[src/rtl/lpg_pkg.sv]
package lpg_pkg;
  typedef enum logic [1:0] {
    SEL_TRAP = 2'd0,
    SEL_OVLC = 2'd1,
    SEL_OVLV = 2'd2,
    SEL_NONE = 2'd3
  } cfg_sel_e;

  localparam int TRAP_EN_BIT   = 0;
  localparam int TRAP_KEEP_BIT = 16;
  localparam int OVL_EN_BIT    = 0;
  localparam int SEL_W         = 2;
endpackage

[src/rtl/lpg_regs.sv]
module lpg_regs
  import lpg_pkg::*;
#(
  parameter int DW = 32
) (
  input  logic             clk,
  input  logic             rst,
  input  logic             cfg_we,
  input  logic [SEL_W-1:0] cfg_sel,
  input  logic [DW-1:0]    cfg_wdata,
  output logic [DW-1:0]    cfg_rdata,
  output logic             trap_en,
  output logic             ovl_en,
  output logic [DW-1:0]    ovl_val
);
  logic keep_bit;

  always_ff @(posedge clk) begin
    if (rst) begin
      trap_en  <= 1'b0;
      keep_bit <= 1'b1;
      ovl_en   <= 1'b0;
      ovl_val  <= '0;
    end else if (cfg_we) begin
      case (cfg_sel)
        SEL_TRAP: begin
          trap_en  <= cfg_wdata[TRAP_EN_BIT];
          keep_bit <= cfg_wdata[TRAP_KEEP_BIT];
        end
        SEL_OVLC: ovl_en  <= cfg_wdata[OVL_EN_BIT];
        SEL_OVLV: ovl_val <= cfg_wdata;
        default:  ;
      endcase
    end
  end

  logic [DW-1:0] rd_mux;
  always_comb begin
    rd_mux = '0;
    case (cfg_sel)
      SEL_TRAP: begin
        rd_mux[TRAP_EN_BIT]   = trap_en;
        rd_mux[TRAP_KEEP_BIT] = keep_bit;
      end
      SEL_OVLC: rd_mux[OVL_EN_BIT] = ovl_en;
      SEL_OVLV: rd_mux = ovl_val;
      default:  rd_mux = '0;
    endcase
  end

  always_ff @(posedge clk) begin
    if (rst) cfg_rdata <= '0;
    else     cfg_rdata <= rd_mux;
  end
endmodule

[src/rtl/lpg_decode.sv]
module lpg_decode #(
  parameter int              AW         = 32,
  parameter longint unsigned PAGE_BYTES = 4096,
  parameter longint unsigned ROM_BASE   = 0,
  parameter longint unsigned ROM_BYTES  = 65536
) (
  input  logic          req_valid,
  input  logic [AW-1:0] req_addr,
  input  logic          req_write,
  input  logic          req_fetch,
  input  logic          trap_en,
  input  logic          ovl_en,
  output logic          trap,
  output logic          fwd_valid,
  output logic          ovl_hit
);
  localparam logic [AW:0] PAGE_END = (AW+1)'(PAGE_BYTES);
  localparam logic [AW:0] ROM_LO   = (AW+1)'(ROM_BASE);
  localparam logic [AW:0] ROM_HI   = (AW+1)'(ROM_BASE + ROM_BYTES);

  logic [AW:0] addr_x;
  logic        in_page;
  logic        in_rom;
  logic        data_side;

  always_comb begin
    addr_x    = {1'b0, req_addr};
    in_page   = addr_x < PAGE_END;
    in_rom    = (addr_x >= ROM_LO) && (addr_x < ROM_HI);
    data_side = req_valid && !req_fetch;
    trap      = data_side && trap_en && in_page;
    fwd_valid = req_valid && !trap;
    ovl_hit   = data_side && !req_write && ovl_en && in_rom && !trap;
  end
endmodule

[src/rtl/lpg_resp.sv]
module lpg_resp #(
  parameter int DW      = 32,
  parameter int MEM_LAT = 2
) (
  input  logic          clk,
  input  logic          rst,
  input  logic          ovl_hit,
  input  logic          mem_rvalid,
  input  logic [DW-1:0] mem_rdata,
  input  logic [DW-1:0] ovl_val,
  output logic          rsp_valid,
  output logic [DW-1:0] rsp_rdata
);
  logic [MEM_LAT-1:0] mark;

  generate
    if (MEM_LAT == 1) begin : g_one
      always_ff @(posedge clk) begin
        if (rst) mark <= '0;
        else     mark <= ovl_hit;
      end
    end else begin : g_shift
      always_ff @(posedge clk) begin
        if (rst) mark <= '0;
        else     mark <= {mark[MEM_LAT-2:0], ovl_hit};
      end
    end
  endgenerate

  always_ff @(posedge clk) begin
    if (rst) begin
      rsp_valid <= 1'b0;
      rsp_rdata <= '0;
    end else begin
      rsp_valid <= mem_rvalid;
      rsp_rdata <= (mem_rvalid && mark[MEM_LAT-1]) ? ovl_val : mem_rdata;
    end
  end
endmodule

[src/rtl/lowpage_guard.sv]
module lowpage_guard
  import lpg_pkg::*;
#(
  parameter int              AW         = 32,
  parameter int              DW         = 32,
  parameter longint unsigned PAGE_BYTES = 4096,
  parameter longint unsigned ROM_BASE   = 0,
  parameter longint unsigned ROM_BYTES  = 65536,
  parameter int              MEM_LAT    = 2
) (
  input  logic             clk,
  input  logic             rst,
  input  logic             cfg_we,
  input  logic [SEL_W-1:0] cfg_sel,
  input  logic [DW-1:0]    cfg_wdata,
  output logic [DW-1:0]    cfg_rdata,
  input  logic             req_valid,
  input  logic [AW-1:0]    req_addr,
  input  logic             req_write,
  input  logic             req_fetch,
  output logic             trap,
  output logic             fwd_valid,
  input  logic             mem_rvalid,
  input  logic [DW-1:0]    mem_rdata,
  output logic             rsp_valid,
  output logic [DW-1:0]    rsp_rdata
);
  logic          trap_en;
  logic          ovl_en;
  logic [DW-1:0] ovl_val;
  logic          ovl_hit;

  lpg_regs #(.DW(DW)) u_regs (
    .clk(clk), .rst(rst), .cfg_we(cfg_we), .cfg_sel(cfg_sel),
    .cfg_wdata(cfg_wdata), .cfg_rdata(cfg_rdata),
    .trap_en(trap_en), .ovl_en(ovl_en), .ovl_val(ovl_val)
  );

  lpg_decode #(
    .AW(AW), .PAGE_BYTES(PAGE_BYTES), .ROM_BASE(ROM_BASE), .ROM_BYTES(ROM_BYTES)
  ) u_decode (
    .req_valid(req_valid), .req_addr(req_addr), .req_write(req_write),
    .req_fetch(req_fetch), .trap_en(trap_en), .ovl_en(ovl_en),
    .trap(trap), .fwd_valid(fwd_valid), .ovl_hit(ovl_hit)
  );

  lpg_resp #(.DW(DW), .MEM_LAT(MEM_LAT)) u_resp (
    .clk(clk), .rst(rst), .ovl_hit(ovl_hit), .mem_rvalid(mem_rvalid),
    .mem_rdata(mem_rdata), .ovl_val(ovl_val),
    .rsp_valid(rsp_valid), .rsp_rdata(rsp_rdata)
  );
endmodule

[config.mk]
export PLATFORM = sky130hd
export DESIGN_NAME = lowpage_guard
export DESIGN_NICKNAME = d
export VERILOG_FILES = /design/src/rtl/lpg_pkg.sv /design/src/rtl/lpg_regs.sv /design/src/rtl/lpg_decode.sv /design/src/rtl/lpg_resp.sv /design/src/rtl/lowpage_guard.sv
export SDC_FILE = /design/constraint.sdc
export NUM_CORES = 1
export LEC_CHECK = 0
export ABC_AREA = 1
export BUFFER_PORTS_ARGS = -buffer_cell sky130_fd_sc_hd__buf_4
export CAP_MARGIN = 20
export CORE_ASPECT_RATIO = 1.25
export CORE_MARGIN = 1
export CORE_UTILIZATION = 45
export CTS_CLUSTER_SIZE = 28
export DETAILED_ROUTE_END_ITERATION = 8
export PLACE_DENSITY_LB_ADDON = 0.1
export SLEW_MARGIN = 0
export SYNTH_ARGS = -nofsm -noshare
export SYNTH_HDL_FRONTEND = slang
export SYNTH_SLANG_ARGS = --single-unit
[constraint.sdc]
create_clock -name clk -period 1.21 [get_ports clk]
set_clock_uncertainty 0.1 [all_clocks]
set_input_delay 0.242 -clock clk [delete_from_list [all_inputs] [get_ports clk]]
set_output_delay 0.242 -clock clk [all_outputs]
set_load 0.01 [all_outputs]
==> results.toml, run 1 <==
[timing]
fmax_mhz = 611
drv_slew = 0
rsz0062_at_grt = "yes"
finalCritPeriodShare_pct = 135
finalHoldViolations = 0
final.setup.worst_slack_ns = -0.426
max-slew-margin-rel_pct = 86.3
fin_tns_setup_ns = -0.774
min_period_ns = 1.64
worst_pin_slew_ns = 0.206
setup_viol_count_final = 2

[critical_path]
arrival_ns = 1.29
crit_fanout = 2
path_class = "flip-flop to output pin"
critPathLaunch = "u_regs.trap_en"
worstSetupStartpointType = "flip-flop"
endpoint_kind = "output pin"
worstPathRequired_ns = 0.87
r2r_start = "u_resp.mark[1]"

[yosys]
synth-edff-count = 0
synth_top_area_cell = "dfxtp_1"
yosysMostFrequentCell = "dfxtp_1"
yosysWarningCount = 0
synth_top_area_share_pct = 60.7
synth-compound-area-share_pct = 21.0
syn_area_per_cell_um2 = 8.97
postSynthCellCount = 375
synth-adder-area-share_pct = 0
synth.distinct_cells = 17
synth_top_family_by_area = "compound AO/OA/AOI/OAI gates"
syn_nets = 480
synthMuxAreaShare_pct = 0
syn-cell-area_um2 = 3360
yosys.area_share.simple_pct = 8.97
synth_commonest_cells = "102 x dfxtp_1, 66 x a21oi_1, 48 x nor2_1"
synth-xor-area-share_pct = 0
synth_seq_area_share_pct = 60.7
ys_ff_latch = 102
synthTopCellsByArea = "dfxtp_1 61%, a21oi_1 9.8%, o21ai_0 5.8%"
synthArstFlopShare_pct = 0
ys.flop_type = "dfxtp_1"

[clock_network]
cts_tree = "yes"
cts-root-buf = "clkbuf_8"
clock_path_buffers = 2
cts.clk_slew.worst_paths_ns = 0.09
clock_latency_ns = 0.34
numCtsBuffers = 9
cts_sinks = 102
h-tree-depth = 3

[layout]
post-route-util_pct = 69.5
drive_above_1_share_pct = 38.3
n_fill_cell = 595
antenna_cells = 0
stdcell_count = 633
area_delta_synth_final_pct = 46.9
nets = 643

[power_and_ir_drop]
total_power_mw = 6.29
p_leak_nw = 2.23
vdd_drop_max_mv = 0.773
p_per_area_nw_per_um2 = 1270

[worst_hold_path]
min_from = "mem_rvalid"
hp-class = "primary input to flip-flop"

[die]
die_h_um = 98.6
boundaryPins = 172
dieArea_um2 = 7820
core_region_area_um2 = 7100
fp.dieW_um = 79.3
rows = 34
start_util_pct = 47.3

[routing]
vias_per_cell = 4.75
via_count = 3006
drt_iter0_drc = 132
drtPass1Iterations = 4
wirelength_mm = 7.62
ant_nets = 0
drc_errors = 0
avgRoutedWirePerCell_um = 12.0

[job]
cap_viol_max_count = 0

[global_route]
overflow = 0
grt_max_degree = 37
grt_use_total_pct = 20.3
grt_pass1_vias = 2839
grt_pass1_wl_mm = 12.3
antenna_found_initial = 0

[placed_design]
port_buffers = 159
place_congestion = 0.778
hpwlAfterDp_mm = 5.58
post-place-ws_ns = -0.185
placed_cells = 614

[outcome]
failed_checks = "negative setup slack"
status = "finished, violations left"
worst paths after layout:
check,endpoint,cells past startpoint,slack [ns]
min,u_resp.rsp_valid,3,0.02
max,fwd_valid,8,-0.43
min reg2reg,u_resp.mark[1],2,0.31
max reg2reg,u_resp.rsp_rdata[22],5,0.14
where the power goes:
part           internal, mW  total, mW  switching [mW]
sequential             3.49       3.52          0.0347
combinational         0.404      0.717           0.313
clock                 0.964       2.06            1.09
total                  4.85       6.29            1.44
state kept, by name (all words and copies together) (netlist names):
register and cells:
u_resp.rsp_valid 1, u_regs.trap_en 1, u_regs.ovl_en 1, u_regs.cfg_rdata 32, u_resp.rsp_rdata 32, u_regs.ovl_val 32
u_resp.mark 2, u_regs.keep_bit 1
worst max-delay path, stage by stage, from the launching register on:
cell	delay, ns
dfxtp_2	0.34
inv_2	0.04
nor2_2	0.07
nand2_1	0.07
nor2_2	0.12
nand3_2	0.09
nand2_1	0.08
inv_1	0.05
buf_6	0.11
layout by cell type, fill, tap and decap left out, types with 3 or more instances in the layout:
cell type and count:
o21ai_0 39, clkbuf_8 9, inv_1 40, nor2_1 46, clkinv_2 3, dfxtp_1 101
o21ai_1 17, buf_4 164, a21oi_1 66, o21ai_2 11, nand2_1 13, nand3_1 9
buf_12 7, inv_2 4
cells by family (layout without fill, tap and decap cells):
group                  count (synthesis)  in the layout
AO/OA/AOI/OAI                        133            133
buffers and inverters                 67            235
flip-flops                           102            102
AND/OR/NAND/NOR                       73             73
metal layers:
metal | part of all wire [%] | track usage, % | routed length (µm) | up-vias
li1 | - | - | - | 1542
met2 | 52 | 36.0 | 3940 | 110
met5 | 0 | 0 | 0 | -
met4 | 3.0 | 10.5 | 225 | 0
met3 | 7.2 | 4.91 | 552 | 18
met1 | 38 | 22.0 | 2910 | 1336
layout make-up:
class | instances | area (µm²) | area share, %
multi-input combinational | 206 | 1020 | 20.6
clock inverter | 5 | 57.6 | 1.17
clock buffer | 11 | 131 | 2.66
tap | 90 | 113 | 2.28
inverter | 45 | 170 | 3.45
timing repair buffer | 174 | 1400 | 28.4
sequential | 102 | 2040 | 41.4
what timing repair did:
item / in CTS / in global routing
pin swaps: 1 / 1
resized for setup: 4 / 4
setup buffers: 1 / 1
hold endpoints to repair: 2 / 0
endpoints found under the setup margin: 2 / 2
hold buffers: 1 / 0
stage by stage:
step	instance area [µm²]	hold slack (ns)
after floorplan	3360	0.213
after global routing	4940	0.0240
final	4940	0.0244
after CTS	4920	0.00288
after global placement	4700	0.293
after detailed placement	4700	0.299
(Power assumes the default switching activity.)
==> run 2: changes to the inputs <==
==> constraint.sdc (replaced) <==
create_clock -name clk -period 1.6 [get_ports clk]
set_clock_uncertainty 0.1 [all_clocks]
set_input_delay 0.32 -clock clk [delete_from_list [all_inputs] [get_ports clk]]
set_output_delay 0.32 -clock clk [all_outputs]
set_load 0.01 [all_outputs]
==> results.toml, run 2 (synthesis results as in run 1) <==
[routing]
via_count = 3002
wirelength_mm = 7.80
avgRoutedWirePerCell_um = 12.4
drtPass1Iterations = 4
drt_iter0_drc = 124
ant_nets = 0
drc_errors = 0
vias_per_cell = 4.79

[layout]
final_common_cell = "buf_4"
post-route-util_pct = 68.7
regArea_um2 = 2040
final_cell_mix = "165 x buf_4, 101 x dfxtp_1, 66 x a21oi_1, 47 x nor2_1, 40 x inv_1"
area_delta_synth_final_pct = 45.1
n_fill_cell = 590
top_regs = "u_regs.cfg_rdata: 32 flops, u_regs.ovl_val: 32 flops, u_resp.rsp_rdata: 32 flops"
nets = 638
antenna_cells = 0
stdcell_count = 627
multi_input_area_um2 = 1020
drive_above_1_share_pct = 37.8

[critical_path]
critPathLaunch = "u_regs.trap_en"
crit_fanout = 2
path_class = "flip-flop to output pin"
endpoint_kind = "output pin"
reg2reg_depth = 5
arrival_ns = 1.30
r2r_start = "u_resp.mark[1]"
worstSetupStartpointType = "flip-flop"
worstPathRequired_ns = 1.18

[clock_network]
cts.clk_slew.worst_paths_ns = 0.09
cts-hold-fix-buffers = 0
cts_sinks = 102
cts_tree = "yes"
clock_path_buffers = 2
cts-root-buf = "clkbuf_8"
numCtsBuffers = 9
h-tree-depth = 3
clock_latency_ns = 0.35

[timing]
setup_viol_count_final = 2
min_period_ns = 1.72
fmax_mhz = 583
max-slew-margin-rel_pct = 79.4
finalCritPeriodShare_pct = 107
final.setup.worst_slack_ns = -0.116
rsz0062_at_grt = "yes"
finalHoldViolations = 0
worst_pin_slew_ns = 0.309
drv_slew = 0
fin_tns_setup_ns = -0.185

[placed_design]
place_congestion = 0.766
hpwlAfterDp_mm = 5.50
port_buffers = 159
placed_cells = 610

[power_and_ir_drop]
power.internal_mw = 3.96
switching_share_pct = 21.6
p_leak_nw = 2.20
p_switching_mw = 1.09
vdd_drop_max_mv = 0.527
comb_power_share_pct = 10.3
p_seq_share_pct = 52.7
total_power_mw = 5.05
clockPowerShare_pct = 37.0
p_per_area_nw_per_um2 = 1040

[die]
start_util_pct = 47.3
die_h_um = 98.6
rows = 34
core_region_area_um2 = 7100
boundaryPins = 172
fp.dieW_um = 79.3
dieArea_um2 = 7820

[outcome]
failed_checks = "negative setup slack"
status = "finished, violations left"

[job]
cap_viol_max_count = 0

[global_route]
grt_use_total_pct = 20.5
grt_pass1_vias = 2852
antenna_found_initial = 0
overflow = 0
grt_max_degree = 65
grt_pass1_wl_mm = 12.4

[worst_hold_path]
hold_depth = 2
hp-class = "primary input to flip-flop"
min_from = "rst"
## run 2: cell types whose count changed in the layout (fill, tap and decap cells not counted), sizes merged
| cell | delta |
|---|---|
| clkinv | -3 |
| dlygate4sd3 | -1 |
| bufinv | +2 |
| clkbuf | -1 |
| clkinvlp | +1 |
| buf | -4 |
## run 2: cell type report
type | count | area share [%]
tap | 90 | 2.31
inverter | 45 | 3.49
sequential | 102 | 41.9
timing repair buffer | 169 | 26.7
multi-input combinational | 206 | 20.8
clock inverter | 5 | 2.18
clock buffer | 10 | 2.62
## run 2: through the flow
step                      hold slack (ns)  cell area [µm²]  worst slack [ns]
after floorplan                     0.288             3360             0.371
after global placement              0.295             4610            0.0893
after detailed placement            0.298             4610            0.0745
after CTS                          0.0196             4860            -0.128
after global routing               0.0203             4880            -0.207
final                              0.0374             4880            -0.116
## run 2: repair_timing
action                                  in CTS  in global routing
resized for setup                            5                  2
setup buffers                                1                  1
endpoints found under the setup margin       2                  2
## run 2: worst paths after layout
path | endpoint | slack [ns]
worst min register to register | u_resp.mark[1] | 0.31
worst min-delay path | u_resp.rsp_valid | 0.04
worst max register to register | u_resp.rsp_rdata[12] | 0.46
worst max-delay path | fwd_valid | -0.12
## run 2: worst max-delay path, stage by stage, from the launching register on
cell and delay, ns:
dfxtp_2 0.34, inv_2 0.04, nor2_1 0.08, nand2_1 0.07, nor2_2 0.12, nand3_2 0.08
nand2_1 0.08, inv_2 0.04, buf_6 0.11
## run 2: per-layer routing
metal  wire length, µm  up-vias  track usage [%]
met4               148        0             8.25
li1                  -     1528                -
met1              2940     1343             22.3
met5                 0        -                0
met2              4110      118             36.7
met3               596       13             6.02
## run 2: power by group through the flow
stage	logic [mW]	clock network, mW	registers (mW)
after global placement	0.511	0	2.72
final	0.522	1.87	2.66
after floorplan	0.191	0	2.75
after global routing	0.576	2.01	2.67
after detailed placement	0.523	0	2.72
after CTS	0.527	1.92	2.66
==> run 3: changes to the inputs <==
--- a/config.mk
+++ b/config.mk
@@ -10,7 +10,8 @@
 export CAP_MARGIN = 20
 export CORE_ASPECT_RATIO = 1.25
 export CORE_MARGIN = 1
-export CORE_UTILIZATION = 45
+export CORE_UTILIZATION = 47
+export CTS_BUF_LIST = sky130_fd_sc_hd__clkbuf_4
 export CTS_CLUSTER_SIZE = 28
 export DETAILED_ROUTE_END_ITERATION = 8
 export PLACE_DENSITY_LB_ADDON = 0.1
==> results.toml, run 3 (synthesis results as in run 1) <==
[critical_path]
endpoint_kind = "output pin"
arrival_ns = 1.42
rrSetupSlack_ns = 0.45
worstSetupStartpointType = "flip-flop"
reg2reg_depth = 7
crit_fanout = 2
path_class = "flip-flop to output pin"
worstPathRequired_ns = 1.18
r2r_start = "u_regs.trap_en"
rr_endpoint = "u_resp.mark[0]"

[clock_network]
cts.clk_slew.worst_paths_ns = 0.17
h-tree-depth = 3
clock_path_buffers = 2
cts_sinks = 102
clock_latency_ns = 0.45
cts_tree = "yes"
numCtsBuffers = 9
cts-root-buf = "clkbuf_4"

[timing]
max-slew-margin-rel_pct = 82.7
finalCritPeriodShare_pct = 115
finalHoldViolations = 0
setup_viol_count_final = 2
worst_pin_slew_ns = 0.260
drv_slew = 0
fin_hold_ws_ns = 0.0372
rsz0062_at_grt = "yes"
min_period_ns = 1.84
final.setup.worst_slack_ns = -0.237
fmax_mhz = 544

[power_and_ir_drop]
comb_power_share_pct = 12.3
clockPowerShare_pct = 27.0
p_leak_nw = 2.21
vdd_drop_max_mv = 0.696
p_seq_share_pct = 60.6
p_switching_mw = 1.11
power.internal_mw = 3.29
p_per_area_nw_per_um2 = 901
switching_share_pct = 25.3

[global_route]
grt_max_degree = 43
grt_use_met2_pct = 35.3
grt_pass1_vias = 2578
top_usage_layer = "met2"
grt_use_total_pct = 20.4
grt_pass1_wl_mm = 11.7
grtUsageMet3_pct = 7.70
overflow = 0
use_met1_pct = 22.9
antenna_found_initial = 0

[layout]
final_common_cell = "buf_4"
antenna_cells = 0
n_fill_cell = 591
stdcell_area_um2 = 4880
regArea_um2 = 2040
nets = 650
stdcell_count = 640
drive_above_1_share_pct = 37.8
multi_input_area_um2 = 1020
post-route-util_pct = 70.4
area_delta_synth_final_pct = 45.2
final_cell_mix = "168 x buf_4, 101 x dfxtp_1, 66 x a21oi_1, 46 x nor2_1, 40 x inv_1"
top_regs = "u_regs.cfg_rdata: 32 flops, u_regs.ovl_val: 32 flops, u_resp.rsp_rdata: 32 flops"

[worst_hold_path]
hold_depth = 3
min_to = "u_regs.ovl_val[7]"
min_from = "cfg_wdata[7]"
hp-class = "primary input to flip-flop"

[placed_design]
port_buffers = 159
placed_area_um2 = 4630
place_congestion = 0.738
hpwlAfterDp_mm = 5.54
placed_cells = 612

[die]
rows = 34
fp.dieW_um = 77.6
boundaryPins = 172
die_h_um = 96.6
core_region_area_um2 = 6930
dieArea_um2 = 7500
start_util_pct = 48.5

[routing]
drtPass1Iterations = 6
avgRoutedWirePerCell_um = 12.0
vias_per_cell = 4.66
via_count = 2982
ant_nets = 0
drc_errors = 0
wirelength_mm = 7.68
drt_iter0_drc = 95

[outcome]
status = "finished, violations left"
failed_checks = "negative setup slack"

[job]
cap_viol_max_count = 0
[run 3: worst max-delay path by stage]
stage	start	to	slack, ns	cells after the start
after floorplan	req_valid	fwd_valid	0.37	7
after global placement	req_addr[29]	fwd_valid	0.11	8
after detailed placement	req_addr[30]	fwd_valid	0.06	8
after CTS	u_regs.trap_en	fwd_valid	-0.22	8
after global routing	u_regs.trap_en	fwd_valid	-0.39	8
final	u_regs.trap_en	fwd_valid	-0.24	8
[run 3: what timing repair did]
action / 4_1_cts / 5_1_grt
hold buffers: 4 / 5
endpoints found under the hold margin: 4 / 5
setup endpoints to repair: 2 / 2
gates resized for setup: 5 / 4
setup buffers: 2 / 1
pin swaps: 0 / 2
[run 3: layer usage]
metal,up-vias,part of all wire [%]
li1,1560,-
met1,1312,41
met2,106,51
met3,4,7.7
met4,0,0.69
met5,-,0
[run 3: critical path, stage by stage (launching register included)]
cell and delay [ns]:
dfxtp_2 0.36, inv_2 0.04, nor2_2 0.07, nand2_1 0.07, nor2_2 0.15, nand3_2 0.09
nand2_2 0.08, inv_2 0.03, buf_6 0.10
[run 3: power by group through the flow]
stage / Sequential, mW / Combinational, mW / Clock (mW)
2_1_floorplan: 2.75 / 0.191 / 0
3_3_place_gp: 2.72 / 0.512 / 0
3_5_place_dp: 2.72 / 0.523 / 0
4_1_cts: 2.67 / 0.536 / 1.23
5_1_grt: 2.68 / 0.595 / 1.36
6_report: 2.67 / 0.542 / 1.19
[run 3: area by class of cell]
cell class              instances  area share (%)
clock buffers                   9            1.38
clock inverters                 7            1.10
inverters                      45            3.49
multi-input cells             206            20.9
flip-flops and latches        102            41.9
well taps                      90            2.31
repair buffers                181            29.0
[run 3: per-stage QoR]
stage	setup slack (ns)	total power, mW	TNS [ns]
final	-0.237	4.40	-0.433
after global routing	-0.385	4.63	-0.733
after CTS	-0.222	4.44	-0.400
after detailed placement	0.0589	3.25	0
after global placement	0.105	3.23	0
after floorplan	0.371	2.94	0
